===== src/rtl/fbs_pkg.sv =====
package fbs_pkg;
  // Mirror an offset inside a segment of 2**lw entries.
  function automatic logic [15:0] mirror(input logic [15:0] off, input int lw);
    logic [15:0] mask;
    mask = (16'd1 << lw) - 16'd1;
    return (~off) & mask;
  endfunction
endpackage


===== src/rtl/fbs_step_counter.sv =====
module fbs_step_counter #(
  parameter int SEG_LEN = 128,
  parameter int NUM_SEG = 8,
  parameter int ITER_W  = 4,
  localparam int LW     = $clog2(SEG_LEN),
  localparam int SLOT_W = $clog2(NUM_SEG + 1)
) (
  input  logic              clk,
  input  logic              rst,
  input  logic              start,
  input  logic [ITER_W-1:0] num_iters,
  output logic              active,
  output logic              accept,
  output logic              last_step,
  output logic [ITER_W-1:0] iter,
  output logic [SLOT_W-1:0] slot,
  output logic [LW-1:0]     cyc
);
  logic [ITER_W-1:0] last_iter;
  logic cyc_end, slot_end;

  assign accept    = !active && start;
  assign cyc_end   = (cyc == LW'(SEG_LEN - 1));
  assign slot_end  = (slot == SLOT_W'(NUM_SEG));
  assign last_step = active && cyc_end && slot_end && (iter == last_iter);

  always_ff @(posedge clk) begin
    if (rst) begin
      active    <= 1'b0;
      iter      <= '0;
      slot      <= '0;
      cyc       <= '0;
      last_iter <= '0;
    end else if (accept) begin
      active    <= 1'b1;
      iter      <= '0;
      slot      <= '0;
      cyc       <= '0;
      last_iter <= (num_iters == '0) ? '0 : num_iters - ITER_W'(1);
    end else if (active) begin
      if (cyc_end) begin
        cyc <= '0;
        if (slot_end) begin
          slot <= '0;
          if (iter == last_iter) active <= 1'b0;
          else                   iter   <= iter + ITER_W'(1);
        end else begin
          slot <= slot + SLOT_W'(1);
        end
      end else begin
        cyc <= cyc + LW'(1);
      end
    end
  end

  assert_slot_range_R3: assert property (@(posedge clk) disable iff (rst)
    active |-> (slot <= SLOT_W'(NUM_SEG)));
  assert_iter_bound_R2: assert property (@(posedge clk) disable iff (rst)
    active |-> (iter <= last_iter));
endmodule


===== src/rtl/fbs_addr_gen.sv =====
module fbs_addr_gen #(
  parameter int SEG_LEN  = 128,
  parameter int NUM_SEG  = 8,
  parameter bit BACKWARD = 1'b0,
  localparam int LW    = $clog2(SEG_LEN),
  localparam int SW    = $clog2(NUM_SEG),
  localparam int IDX_W = SW + LW,
  localparam int BAW   = SW - 1 + LW
) (
  input  logic [SW-1:0]    seg,
  input  logic [LW-1:0]    cyc,
  output logic [IDX_W-1:0] index,
  output logic [LW-1:0]    sm_addr,
  output logic             bank,
  output logic [BAW-1:0]   bank_addr
);
  import fbs_pkg::*;
  logic [LW-1:0] offs;

  generate
    if (BACKWARD) begin : g_desc
      assign offs = LW'(mirror(16'(cyc), LW));
    end else begin : g_asc
      assign offs = cyc;
    end
  endgenerate

  always_comb begin
    index     = {seg, offs};
    sm_addr   = seg[0] ? LW'(mirror(16'(offs), LW)) : offs;
    bank      = seg[0];
    bank_addr = {seg[SW-1:1], offs};
  end
endmodule


===== src/rtl/fbs_boundary_ctl.sv =====
module fbs_boundary_ctl #(
  parameter int SEG_LEN = 128,
  parameter int NUM_SEG = 8,
  localparam int LW = $clog2(SEG_LEN),
  localparam int SW = $clog2(NUM_SEG)
) (
  input  logic          bwd_act,
  input  logic          first_iter,
  input  logic [SW-1:0] seg,
  input  logic [LW-1:0] cyc,
  output logic          seed_en,
  output logic          seed_zero,
  output logic [SW-1:0] seed_idx,
  output logic          save_en,
  output logic [SW-1:0] save_idx
);
  always_comb begin
    seed_en   = bwd_act && (cyc == '0);
    seed_zero = seed_en && (first_iter || (seg == SW'(NUM_SEG - 1)));
    seed_idx  = seg;
    save_en   = bwd_act && (cyc == LW'(SEG_LEN - 1)) && (seg != '0);
    save_idx  = seg - SW'(1);
  end
endmodule


===== src/rtl/fbs_sched_ctrl.sv =====
module fbs_sched_ctrl #(
  parameter int SEG_LEN = 128,
  parameter int NUM_SEG = 8,
  parameter int ITER_W  = 4,
  localparam int LW     = $clog2(SEG_LEN),
  localparam int SW     = $clog2(NUM_SEG),
  localparam int SLOT_W = $clog2(NUM_SEG + 1),
  localparam int IDX_W  = SW + LW,
  localparam int BAW    = SW - 1 + LW
) (
  input  logic              clk,
  input  logic              rst,
  input  logic              start,
  input  logic [ITER_W-1:0] num_iters,
  output logic              busy,
  output logic              done,
  output logic [ITER_W-1:0] iter_idx,
  output logic              cm_buf,
  output logic              fwd_en,
  output logic [IDX_W-1:0]  fwd_index,
  output logic [LW-1:0]     sm_wr_addr,
  output logic              fwd_bank,
  output logic [BAW-1:0]    fwd_bank_addr,
  output logic              bwd_en,
  output logic [IDX_W-1:0]  bwd_index,
  output logic [LW-1:0]     sm_rd_addr,
  output logic              bwd_bank,
  output logic [BAW-1:0]    bwd_bank_addr,
  output logic              seed_en,
  output logic              seed_zero,
  output logic [SW-1:0]     seed_idx,
  output logic              save_en,
  output logic [SW-1:0]     save_idx
);
  logic              active, accept, last_step, last_q;
  logic [ITER_W-1:0] iter;
  logic [SLOT_W-1:0] slot;
  logic [LW-1:0]     cyc;

  fbs_step_counter #(.SEG_LEN(SEG_LEN), .NUM_SEG(NUM_SEG), .ITER_W(ITER_W)) cnt_i (
    .clk(clk), .rst(rst), .start(start), .num_iters(num_iters),
    .active(active), .accept(accept), .last_step(last_step),
    .iter(iter), .slot(slot), .cyc(cyc)
  );

  logic          f_act, b_act;
  logic [SW-1:0] f_seg, b_seg;
  assign f_act = active && (slot < SLOT_W'(NUM_SEG));
  assign b_act = active && (slot != '0);
  assign f_seg = SW'(slot);
  assign b_seg = SW'(slot - SLOT_W'(1));

  logic [IDX_W-1:0] f_index, b_index;
  logic [LW-1:0]    f_sm, b_sm;
  logic             f_bank, b_bank;
  logic [BAW-1:0]   f_baddr, b_baddr;

  fbs_addr_gen #(.SEG_LEN(SEG_LEN), .NUM_SEG(NUM_SEG), .BACKWARD(1'b0)) fwd_gen_i (
    .seg(f_seg), .cyc(cyc), .index(f_index), .sm_addr(f_sm),
    .bank(f_bank), .bank_addr(f_baddr)
  );
  fbs_addr_gen #(.SEG_LEN(SEG_LEN), .NUM_SEG(NUM_SEG), .BACKWARD(1'b1)) bwd_gen_i (
    .seg(b_seg), .cyc(cyc), .index(b_index), .sm_addr(b_sm),
    .bank(b_bank), .bank_addr(b_baddr)
  );

  logic          s_en, s_zero, v_en;
  logic [SW-1:0] s_idx, v_idx;
  fbs_boundary_ctl #(.SEG_LEN(SEG_LEN), .NUM_SEG(NUM_SEG)) bnd_i (
    .bwd_act(b_act), .first_iter(iter == '0), .seg(b_seg), .cyc(cyc),
    .seed_en(s_en), .seed_zero(s_zero), .seed_idx(s_idx),
    .save_en(v_en), .save_idx(v_idx)
  );

  always_ff @(posedge clk) begin
    if (rst) begin
      busy <= 1'b0; done <= 1'b0; last_q <= 1'b0; iter_idx <= '0; cm_buf <= 1'b0;
      fwd_en <= 1'b0; fwd_index <= '0; sm_wr_addr <= '0; fwd_bank <= 1'b0; fwd_bank_addr <= '0;
      bwd_en <= 1'b0; bwd_index <= '0; sm_rd_addr <= '0; bwd_bank <= 1'b0; bwd_bank_addr <= '0;
      seed_en <= 1'b0; seed_zero <= 1'b0; seed_idx <= '0; save_en <= 1'b0; save_idx <= '0;
    end else begin
      if (accept) cm_buf <= ~cm_buf;
      busy          <= active;
      last_q        <= last_step;
      done          <= last_q;
      iter_idx      <= iter;
      fwd_en        <= f_act;
      fwd_index     <= f_index;
      sm_wr_addr    <= f_sm;
      fwd_bank      <= f_bank;
      fwd_bank_addr <= f_baddr;
      bwd_en        <= b_act;
      bwd_index     <= b_index;
      sm_rd_addr    <= b_sm;
      bwd_bank      <= b_bank;
      bwd_bank_addr <= b_baddr;
      seed_en       <= s_en;
      seed_zero     <= s_zero;
      seed_idx      <= s_idx;
      save_en       <= v_en;
      save_idx      <= v_idx;
    end
  end

  assert_sm_share_R6: assert property (@(posedge clk) disable iff (rst)
    (fwd_en && bwd_en) |-> (sm_wr_addr == sm_rd_addr));
  assert_bank_split_R7: assert property (@(posedge clk) disable iff (rst)
    (fwd_en && bwd_en) |-> (fwd_bank != bwd_bank));
  assert_done_pulse_R10: assert property (@(posedge clk) disable iff (rst)
    done |=> !done);
  assert_busy_fall_R10: assert property (@(posedge clk) disable iff (rst)
    $fell(busy) |-> done);
  assert_buf_hold_R11: assert property (@(posedge clk) disable iff (rst)
    (busy && $past(busy)) |-> $stable(cm_buf));
  assert_seed_busy_R8: assert property (@(posedge clk) disable iff (rst)
    (seed_en || save_en) |-> bwd_en);
endmodule


===== config.mk =====
export PLATFORM = sky130hd
export DESIGN_NAME = fbs_sched_ctrl
export DESIGN_NICKNAME = d
export VERILOG_FILES = /design/src/rtl/fbs_pkg.sv /design/src/rtl/fbs_step_counter.sv /design/src/rtl/fbs_addr_gen.sv /design/src/rtl/fbs_boundary_ctl.sv /design/src/rtl/fbs_sched_ctrl.sv
export SDC_FILE = /design/constraint.sdc
export NUM_CORES = 1
export LEC_CHECK = 0
export CAP_MARGIN = 5
export CORE_MARGIN = 2
export CORE_UTILIZATION = 35
export DETAILED_ROUTE_END_ITERATION = 8
export GPL_ROUTABILITY_DRIVEN = 0
export GPL_TIMING_DRIVEN = 0
export PLACE_DENSITY = 0.71
export SETUP_SLACK_MARGIN = 0.5
export SYNTH_ARGS = -nofsm -noshare
export SYNTH_HDL_FRONTEND = slang
export SYNTH_SLANG_ARGS = --single-unit
export TNS_END_PERCENT = 1

===== constraint.sdc =====
create_clock -name clk -period 3.3 [get_ports clk]
set_input_delay 0.495 -clock clk [delete_from_list [all_inputs] [get_ports clk]]
set_output_delay 0.495 -clock clk [all_outputs]
set_load 0.1 [all_outputs]

# ---- After elaboration in Yosys (flattened, before gate mapping)
# Index checks and enable logic that the tools add are counted.
dict set report op_classes {
  n_reduce_logical 20
  n_bitwise 4
  mux 10
  n_lt_le_gt_ge 1
  n_eq_ne 4
  add_sub_neg 6
}
# operator n
set ops {}
lappend ops {{2-to-1 mux 7 bit} 3}
lappend ops {{NOT 7 bit} 2}
lappend ops {{logical AND 1 bit} 10}
lappend ops {{adder 4 x 1 -> 4 bit, second input constant} 2}
lappend ops {{logical NOT 4 bit} 2}
lappend ops {{2-to-1 mux 4 bit} 2}
lappend ops {{adder 7 x 1 -> 7 bit, second input constant} 1}
lappend ops {{== test 7 bit, second input constant} 1}
lappend ops {{logical NOT 7 bit} 1}
lappend ops {{subtractor 3 x 1 -> 3 bit, second input constant} 2}
lappend ops {{2-to-1 mux 1 bit} 5}
lappend ops {{== test 4 bit} 1}
lappend ops {{== test 4 bit, second input constant} 1}
lappend ops {{< comparator 4 bit, second input constant} 1}
lappend ops {{AND reduction 4 bit} 1}
lappend ops {{nonzero test 4 bit} 1}
lappend ops {{subtractor 4 x 1 -> 4 bit, second input constant} 1}
lappend ops {{== test 3 bit, second input constant} 1}
lappend ops {{nonzero test 3 bit} 1}
lappend ops {{NOT 1 bit} 2}
lappend ops {{AND reduction 2 bit} 1}
lappend ops {{OR reduction 2 bit} 1}
lappend ops {{logical NOT 1 bit} 1}
lappend ops {{logical OR 1 bit} 1}
dict set report totals {
  ff_bits 93
  input_bits 7
  out_inout_bits 72
}

# ---- Longest topological paths before layout
# Gate-level depths: netlist (run 1).
dict set report logic_depth {
  ltp_word 6
  ltp_mapped 7
  mapped_depth_nobuf 6
}

# ---- Modules after synthesis
# Synthesis (run 1) repeated with hierarchy kept, for this count alone.
dict set report unflattened {
  cells_unflattened 350
  area_unflattened_um2 3578.4
}
# mod n_inst cells_per_inst area_per_inst_um2
set by_module_without_submodules {}
lappend by_module_without_submodules {fbs_sched_ctrl 1 163 2010.7}
lappend by_module_without_submodules {fbs_step_counter 1 111 999.7}
lappend by_module_without_submodules {{fbs_addr_gen at fwd_gen_i} 1 28 222.7}
lappend by_module_without_submodules {{fbs_addr_gen at bwd_gen_i} 1 28 196.4}
lappend by_module_without_submodules {fbs_boundary_ctl 1 20 148.9}

# ---- Worst setup path after synthesis (run 1)
# No wires, ideal clock.
dict set report synth_timing {
  path_type {reg-to-reg}
  startpoint {register cnt_i.slot[0]}
  endpoint {register cnt_i.iter[2]}
  slack_ns 1.193
  path_stages_with_launch 8
  required_time_ns 3.229
  synth_period_minus_slack_ns 2.107
  arrival_ns 2.037
  cell_sequence {dfxtp_1 clkbuf_1 inv_1 ha_1 nand3b_4 or3_4 or4_1 a21oi_1}
}
dict set report synth_via {
  elab_chain_cells 2
}
# element line_no
set synth_lines {}
lappend synth_lines {{start: declaration} fbs_step_counter.sv:16} ;# output logic [SLOT_W-1:0] slot,
lappend synth_lines {{start signal: assignment} fbs_step_counter.sv:48} ;# slot <= slot + SLOT_W'(1);
lappend synth_lines {{== test 4 bit} fbs_step_counter.sv:24} ;# assign slot_end = (slot == SLOT_W'(NUM_SEG));
lappend synth_lines {{AND reduction 4 bit (no source line)} -}
lappend synth_lines {{end signal: assignment} fbs_step_counter.sv:46} ;# else iter <= iter + ITER_W'(1);
lappend synth_lines {{end: declaration} fbs_step_counter.sv:15} ;# output logic [ITER_W-1:0] iter,
# No other way between the ends.
# A chain may end at the register's enable or synchronous reset.

==> impl_metrics.xml, run 1 <==
<?xml version="1.0" encoding="UTF-8"?>
<metrics>
  <group name="worst_setup_path">
    <metric name="worst-path-buf-inv" unit="">2</metric>
    <metric name="worstSetupPathType" unit="">register to output port</metric>
    <metric name="worstReg2RegEnd" unit="">cnt_i.iter[2]$_SDFFE_PP0P_</metric>
    <metric name="ff2ff_setup_slack" unit="ps">870</metric>
    <metric name="worst-path-max-fanout" unit="">3</metric>
    <metric name="timing.reg2reg.worst_path_depth" unit="">7</metric>
    <metric name="path_cells" unit="">buf_4, clkdlybuf4s50_1</metric>
    <metric name="worstSetupEndpointType" unit="">output port</metric>
    <metric name="crit_required" unit="ps">2800</metric>
    <metric name="path_delay_family" unit="">buffers and inverters</metric>
    <metric name="critical_path.reg2reg.startpoint" unit="">cnt_i.slot[0]$_SDFFE_PP0P_</metric>
    <metric name="startpoint_type" unit="">register</metric>
    <metric name="critical_path.slowest_cell" unit="">sky130_fd_sc_hd__clkdlybuf4s50_1</metric>
    <metric name="worstPathArrival" unit="ps">1960</metric>
    <metric name="max_stage_delay" unit="ps">1120</metric>
  </group>
  <group name="final_layout">
    <metric name="utilization" unit="%">51.3</metric>
    <metric name="postLayoutCellArea" unit="µm²">3660</metric>
    <metric name="layout_common_cells" unit="">sky130_fd_sc_hd__clkdlybuf4s50_1 (78), sky130_fd_sc_hd__dfxtp_1 (62), sky130_fd_sc_hd__nor2_1 (39)</metric>
    <metric name="fillCellCount" unit="">701</metric>
    <metric name="areaGrowthSynthToFinish" unit="%">44.4</metric>
    <metric name="layout_commonest_cell" unit="">sky130_fd_sc_hd__clkdlybuf4s50_1</metric>
    <metric name="antenna-diode-count" unit="">0</metric>
    <metric name="final_net_count" unit="">372</metric>
    <metric name="fraction_of_layout_instances_using_a_drive_strength_above_1" unit="%">16.3</metric>
  </group>
  <group name="die">
    <metric name="floorplan.die_area" unit="µm²">7940</metric>
    <metric name="die_x" unit="µm">89.1</metric>
    <metric name="boundary_pins" unit="">79</metric>
    <metric name="floorplan.die.height" unit="µm">89.1</metric>
    <metric name="rows" unit="">31</metric>
    <metric name="floorplan.core_area" unit="µm²">7140</metric>
    <metric name="initial_core_util" unit="%">35.5</metric>
  </group>
  <group name="sta">
    <metric name="final_hold_viol_count" unit="">0</metric>
    <metric name="setup_tns" unit="ps">0</metric>
    <metric name="timing.final.crit_period" unit="ps">2450</metric>
    <metric name="fin_skew" unit="ps">12.0</metric>
    <metric name="fmaxAchievable" unit="MHz">408</metric>
    <metric name="timing.hold.ws" unit="ps">439</metric>
    <metric name="setup_violations" unit="">0</metric>
    <metric name="worst_rel_slew_slack" unit="%">34.3</metric>
    <metric name="min_period_over_period" unit="%">74.2</metric>
    <metric name="slew_viol_final" unit="">0</metric>
    <metric name="tightestPinTransition" unit="ps">983</metric>
    <metric name="grt_setup_unrepaired" unit="">no</metric>
  </group>
  <group name="routing">
    <metric name="vias_per_cell" unit="">4.32</metric>
    <metric name="drt_iter0_drc" unit="">70</metric>
    <metric name="dr_total_vias" unit="">1985</metric>
    <metric name="ant_nets" unit="">0</metric>
    <metric name="post-route-drc-count" unit="">0</metric>
    <metric name="drt-pass1-iter-count" unit="">4</metric>
    <metric name="routedWlPerCell" unit="µm">11.2</metric>
    <metric name="drt-total-wl" unit="µm">5150</metric>
  </group>
  <group name="global_route">
    <metric name="antenna_found_initial" unit="">0</metric>
    <metric name="grt_remaining_overflow" unit="">0</metric>
    <metric name="groute.usage.overall" unit="%">13.4</metric>
    <metric name="maximum_number_of_pins_on_one_net_before_global_route_repair" unit="">12</metric>
    <metric name="via_count_of_the_first_global_routing_pass" unit="">1827</metric>
    <metric name="wire_length_of_the_first_global_routing_pass" unit="µm">8220</metric>
  </group>
  <group name="min_path">
    <metric name="worst_hold_path.endpoint" unit="">done$_SDFF_PP0_</metric>
    <metric name="min-delay-path-class" unit="">register to register</metric>
    <metric name="min_path_cells" unit="">1</metric>
    <metric name="hold_path.startpoint" unit="">last_q$_SDFF_PP0_</metric>
  </group>
  <group name="clock_network">
    <metric name="clkSlewWorstSetupHoldPaths" unit="ps">70</metric>
    <metric name="post_cts_resized" unit="">0</metric>
    <metric name="htreeDepth" unit="">3</metric>
    <metric name="clockBufferDepth" unit="">2</metric>
    <metric name="ctsRootBufferMaster" unit="">sky130_fd_sc_hd__clkbuf_8</metric>
    <metric name="postCtsSetupBuffers" unit="">0</metric>
    <metric name="holdBufCountCts" unit="">0</metric>
    <metric name="clock_insertion_delay_worst_skew" unit="ps">340</metric>
    <metric name="numCtsBuffers" unit="">9</metric>
    <metric name="clkSinkCount" unit="">62</metric>
    <metric name="tritoncts" unit="">yes</metric>
  </group>
  <group name="power_and_ir_drop">
    <metric name="powerDensity" unit="nW/µm²">494</metric>
    <metric name="power" unit="mW">1.81</metric>
    <metric name="maximum_vdd_drop" unit="V">0.000218</metric>
    <metric name="total_leakage_power" unit="nW">1.42</metric>
  </group>
  <group name="yosys">
    <metric name="synth_seq_cells" unit="">62</metric>
    <metric name="ys.warnings.count" unit="">0</metric>
    <metric name="mappedNetlistNets" unit="">283</metric>
    <metric name="post_synth_num_cell_types" unit="">36</metric>
    <metric name="sequential_area_share_after_synthesis" unit="%">48.9</metric>
    <metric name="netlist_instances" unit="">267</metric>
    <metric name="synth-async-reset-ratio" unit="%">0</metric>
    <metric name="post_synth_edffs" unit="">0</metric>
    <metric name="postSynthAreaPerCell" unit="µm²">9.50</metric>
    <metric name="synth_ff_type" unit="">sky130_fd_sc_hd__dfxtp_1</metric>
    <metric name="synth_cell_area" unit="µm²">2540</metric>
  </group>
  <group name="placed_design">
    <metric name="place.detailed.hpwl" unit="µm">3820</metric>
    <metric name="place.port_buffers" unit="">78</metric>
    <metric name="detailed_place.area" unit="µm²">3440</metric>
  </group>
  <group name="run_status">
    <metric name="outcome" unit="">finished, final reports clean</metric>
  </group>
  <group name="flow_run">
    <metric name="cap_violations" unit="">0</metric>
  </group>
</metrics>
## where the power goes
part	internal [mW]	switching (mW)
Clock	0.443	0.287
Sequential	0.768	0.0115
Combinational	0.0756	0.225
## synth_stat cells, types with 4 or more instances
cell | n | share of area, %
sky130_fd_sc_hd__nand2b_1 | 4 | 0.99
sky130_fd_sc_hd__nor2b_1 | 11 | 2.7
sky130_fd_sc_hd__inv_1 | 8 | 1.2
sky130_fd_sc_hd__nand4_1 | 4 | 0.99
sky130_fd_sc_hd__dfxtp_1 | 62 | 49
sky130_fd_sc_hd__buf_4 | 36 | 11
sky130_fd_sc_hd__clkbuf_1 | 6 | 0.89
sky130_fd_sc_hd__nand2_1 | 7 | 1.0
sky130_fd_sc_hd__a21oi_1 | 12 | 2.4
sky130_fd_sc_hd__nor2_1 | 39 | 5.8
sky130_fd_sc_hd__o31ai_1 | 4 | 1.2
sky130_fd_sc_hd__ha_1 | 9 | 4.4
sky130_fd_sc_hd__o21ai_0 | 7 | 1.4
sky130_fd_sc_hd__xor2_1 | 4 | 1.4
sky130_fd_sc_hd__nand3_1 | 9 | 1.8
sky130_fd_sc_hd__nor3_1 | 7 | 1.4
sky130_fd_sc_hd__xnor2_1 | 16 | 5.5
## final cells by class
cell class / count / area, µm² / area share (%)
clock inverters: 6 / 85.1 / 2.32
plain buffers: 45 / 313 / 8.54
repair buffers: 78 / 781 / 21.3
clock buffers: 10 / 138 / 3.76
flip-flops and latches: 62 / 1240 / 33.9
multi-input cells: 152 / 952 / 26.0
well taps: 99 / 124 / 3.38
inverters: 8 / 30.0 / 0.820
## flip-flops by register name (all words and copies together) (netlist names)
register / count
bwd_index: 10
fwd_index: 10
cnt_i.cyc: 7
sm_wr_addr: 7
cnt_i.iter: 4
cnt_i.last_iter: 4
cnt_i.slot: 4
iter_idx: 4
save_idx: 2
busy: 1
bwd_en: 1
cm_buf: 1
cnt_i.active: 1
done: 1
fwd_en: 1
last_q: 1
save_en: 1
seed_en: 1
seed_zero: 1
## layer usage
| metal | vias to the layer above | share of wire (%) | GRT usage [%] |
|---|---|---|---|
| li1 | 1019 | - | - |
| met1 | 885 | 46 | 16.9 |
| met2 | 72 | 45 | 21.1 |
| met3 | 9 | 6.9 | 4.43 |
| met4 | 0 | 1.8 | 5.97 |
| met5 | - | 0 | 0 |
## how the worst max path moves through the flow
| stage | endpoint | depth (start not counted) | from |
|---|---|---|---|
| floorplan | cnt_i.iter[2]$_SDFFE_PP0P_ | 7 | cnt_i.slot[0]$_SDFFE_PP0P_ |
| finish | save_idx[0] | 2 | fwd_index[7]$_SDFF_PP0_ |
| global placement | cnt_i.iter[3]$_SDFFE_PP0P_ | 7 | cnt_i.slot[0]$_SDFFE_PP0P_ |
| global route | cnt_i.iter[2]$_SDFFE_PP0P_ | 7 | cnt_i.slot[0]$_SDFFE_PP0P_ |
| detailed placement | cnt_i.iter[2]$_SDFFE_PP0P_ | 7 | cnt_i.slot[0]$_SDFFE_PP0P_ |
| CTS | seed_idx[1] | 2 | bwd_index[8]$_SDFF_PP0_ |
## per-stage QoR
stage	cells	setup WS, ps
finish	460	850
global placement	444	918
global route	460	696
floorplan	267	1190
CTS	460	834
detailed placement	444	883
## cells by family (layout without fill, tap and decap cells)
kind of cell | after synthesis | count (layout) | share of synthesized area (%)
xor+xnor | 20 | 20 | 6.91
compound gates | 27 | 27 | 6.22
simple gates | 96 | 96 | 20.0
fa+ha+maj | 9 | 9 | 4.44
buf+inv | 53 | 147 | 13.5
flops | 62 | 62 | 48.9
No activity file was read; power rests on OpenSTA's default activity.
==> inputs of run 2 (changes only) <==
--- a/config.mk
+++ b/config.mk
@@ -11,7 +11,7 @@
 export DETAILED_ROUTE_END_ITERATION = 8
 export GPL_ROUTABILITY_DRIVEN = 0
 export GPL_TIMING_DRIVEN = 0
-export PLACE_DENSITY = 0.71
+export PLACE_DENSITY = 0.73
 export SETUP_SLACK_MARGIN = 0.5
 export SYNTH_ARGS = -nofsm -noshare
 export SYNTH_HDL_FRONTEND = slang
==> constraint.sdc (replaced) <==
create_clock -name clk -period 2.05 [get_ports clk]
set_input_delay 0.3075 -clock clk [delete_from_list [all_inputs] [get_ports clk]]
set_output_delay 0.3075 -clock clk [all_outputs]
set_load 0.1 [all_outputs]
==> run 2 against run 1 <==
  * Die area did not move
  * Combinational power grew 57%
  * Sequential power rose by 60%
  * Clock skew fell by 7.4 ps
  * Critical endpoint is now cnt_i.iter[3]$_SDFFE_PP0P_
  * Largest cell class unchanged
==> impl_metrics.xml, run 2 (same netlist as run 1, synthesis figures left out) <==
<?xml version="1.0" encoding="UTF-8"?>
<metrics>
  <group name="run_status">
    <metric name="outcome" unit="">finished, final reports clean</metric>
  </group>
  <group name="clock_network">
    <metric name="tritoncts" unit="">yes</metric>
    <metric name="ctsRootBufferMaster" unit="">sky130_fd_sc_hd__clkbuf_8</metric>
    <metric name="htreeDepth" unit="">3</metric>
    <metric name="numCtsBuffers" unit="">9</metric>
    <metric name="clock_insertion_delay_worst_skew" unit="ps">330</metric>
    <metric name="clockBufferDepth" unit="">2</metric>
    <metric name="holdBufCountCts" unit="">0</metric>
    <metric name="clkSlewWorstSetupHoldPaths" unit="ps">60</metric>
    <metric name="clkSinkCount" unit="">62</metric>
  </group>
  <group name="die">
    <metric name="die_x" unit="µm">89.1</metric>
    <metric name="floorplan.core_area" unit="µm²">7140</metric>
    <metric name="floorplan.die.height" unit="µm">89.1</metric>
    <metric name="rows" unit="">31</metric>
    <metric name="boundary_pins" unit="">79</metric>
    <metric name="initial_core_util" unit="%">35.5</metric>
    <metric name="floorplan.die_area" unit="µm²">7940</metric>
  </group>
  <group name="worst_setup_path">
    <metric name="worst-path-buf-inv" unit="">2</metric>
    <metric name="path_delay_family" unit="">simple AND/OR/NAND/NOR gates</metric>
    <metric name="crit_required" unit="ps">2320</metric>
    <metric name="startpoint_type" unit="">register</metric>
    <metric name="worstSetupEndpointType" unit="">register</metric>
    <metric name="path_cells" unit="">clkbuf_16, inv_6, ha_4, nand3b_4, or3_4, or4_4, a21oi_2</metric>
    <metric name="worstSetupPathType" unit="">register to register</metric>
    <metric name="max_stage_delay" unit="ps">420</metric>
    <metric name="worst-path-max-fanout" unit="">10</metric>
    <metric name="ff2ff_setup_slack" unit="ps">250</metric>
    <metric name="critical_path.slowest_cell" unit="">sky130_fd_sc_hd__or4_4</metric>
    <metric name="worstPathArrival" unit="ps">2070</metric>
  </group>
  <group name="placed_design">
    <metric name="dp.cells" unit="">444</metric>
    <metric name="place.port_buffers" unit="">78</metric>
    <metric name="place.detailed.hpwl" unit="µm">3870</metric>
  </group>
  <group name="sta">
    <metric name="setup_violations" unit="">0</metric>
    <metric name="tightestPinTransition" unit="ps">961</metric>
    <metric name="setup_tns" unit="ps">0</metric>
    <metric name="slew_viol_final" unit="">0</metric>
    <metric name="min_period_over_period" unit="%">87.8</metric>
    <metric name="grt_setup_unrepaired" unit="">yes</metric>
    <metric name="fmaxAchievable" unit="MHz">556</metric>
    <metric name="final_hold_viol_count" unit="">0</metric>
    <metric name="worst_rel_slew_slack" unit="%">36.2</metric>
    <metric name="timing.final.crit_period" unit="ps">1800</metric>
    <metric name="fin_skew" unit="ps">4.64</metric>
  </group>
  <group name="routing">
    <metric name="ant_nets" unit="">0</metric>
    <metric name="routedWlPerCell" unit="µm">11.4</metric>
    <metric name="drt-pass1-iter-count" unit="">4</metric>
    <metric name="vias_per_cell" unit="">4.32</metric>
    <metric name="post-route-drc-count" unit="">0</metric>
    <metric name="drt_iter0_drc" unit="">84</metric>
    <metric name="dr_total_vias" unit="">2005</metric>
    <metric name="drt-total-wl" unit="µm">5280</metric>
  </group>
  <group name="power_and_ir_drop">
    <metric name="total_leakage_power" unit="nW">1.52</metric>
    <metric name="maximum_vdd_drop" unit="V">0.000284</metric>
    <metric name="powerDensity" unit="nW/µm²">724</metric>
  </group>
  <group name="global_route">
    <metric name="grt_use_met2" unit="%">22.2</metric>
    <metric name="grt.busiest_layer" unit="">met2</metric>
    <metric name="globalRouteMet1Util" unit="%">16.6</metric>
    <metric name="grtUsageMet3" unit="%">4.16</metric>
    <metric name="groute.usage.overall" unit="%">13.9</metric>
    <metric name="wire_length_of_the_first_global_routing_pass" unit="µm">8410</metric>
    <metric name="antenna_found_initial" unit="">0</metric>
    <metric name="maximum_number_of_pins_on_one_net_before_global_route_repair" unit="">11</metric>
    <metric name="via_count_of_the_first_global_routing_pass" unit="">1909</metric>
    <metric name="grt_remaining_overflow" unit="">0</metric>
  </group>
  <group name="final_layout">
    <metric name="layoutNonFillerInstCount" unit="">464</metric>
    <metric name="layout_commonest_cell" unit="">sky130_fd_sc_hd__dfxtp_1</metric>
    <metric name="reg_top3" unit="">bwd_index (10), fwd_index (10)</metric>
    <metric name="fraction_of_layout_instances_using_a_drive_strength_above_1" unit="%">31.8</metric>
    <metric name="layout_common_cells" unit="">sky130_fd_sc_hd__dfxtp_1 (59), sky130_fd_sc_hd__clkdlybuf4s15_2 (43), sky130_fd_sc_hd__buf_4 (40)</metric>
    <metric name="final_net_count" unit="">376</metric>
    <metric name="antenna-diode-count" unit="">0</metric>
    <metric name="utilization" unit="%">52.6</metric>
    <metric name="areaGrowthSynthToFinish" unit="%">48.1</metric>
    <metric name="fillCellCount" unit="">679</metric>
  </group>
  <group name="min_path">
    <metric name="min-delay-path-class" unit="">register to register</metric>
  </group>
  <group name="flow_run">
    <metric name="cap_violations" unit="">0</metric>
  </group>
</metrics>
[run 2: changes by cell type in the layout (fill, tap and decap cells not counted), sizes merged]
cell	change
bufinv	-1
dlygate4sd2	+10
clkbuf	+2
clkdlybuf4s50	-72
buf	+4
clkinv	+2
clkinvlp	-2
clkdlybuf4s15	+61
[run 2: path summary, 6_finish.rpt]
kind | startpoint | to | cells after the start
setup / recovery | cnt_i.slot[0]$_SDFFE_PP0P_ | cnt_i.iter[3]$_SDFFE_PP0P_ | 7
hold / removal | last_q$_SDFF_PP0_ | done$_SDFF_PP0_ | 1
setup reg to reg | cnt_i.slot[0]$_SDFFE_PP0P_ | cnt_i.iter[3]$_SDFFE_PP0P_ | 7
hold reg to reg | last_q$_SDFF_PP0_ | done$_SDFF_PP0_ | 1
[run 2: final cells by class]
class	instances	area [µm²]	area share [%]
buffer	45	335	8.93
clock buffer	11	131	3.50
clock inverter	5	50.0	1.33
inverter	8	35.0	0.933
multi-input combinational	152	980	26.1
sequential	62	1250	33.4
tap	99	124	3.30
timing repair buffer	82	847	22.6
[run 2: metal layers]
layer	wire, µm	up-vias
met2	2450	63
met1	2400	900
met4	97	0
met5	0	-
met3	323	9
li1	-	1033
[run 2: where the power goes]
part	total, mW	internal [mW]	switching [mW]
logic	0.470	0.108	0.363
registers	1.25	1.23	0.0185
clock network	0.997	0.553	0.444
[run 2: timing repair]
action,CTS,global route
pin swaps,2,0
buffers inserted,4,0
gates resized for setup,181,9
setup endpoints to repair,86,119
[run 2: stage by stage]
| step | instance area (µm²) | power (mW) | setup slack, ps | hold slack (ps) |
|---|---|---|---|---|
| final | 3750 | 2.72 | 250 | 443 |
| after global routing | 3750 | 2.83 | 184 | 461 |
| after CTS | 3740 | 2.74 | 230 | 443 |
| after detailed placement | 3470 | 1.77 | -76.5 | 429 |
| after global placement | 3470 | 1.76 | -80.9 | 425 |
| after floorplan | 2560 | 1.65 | 247 | 413 |
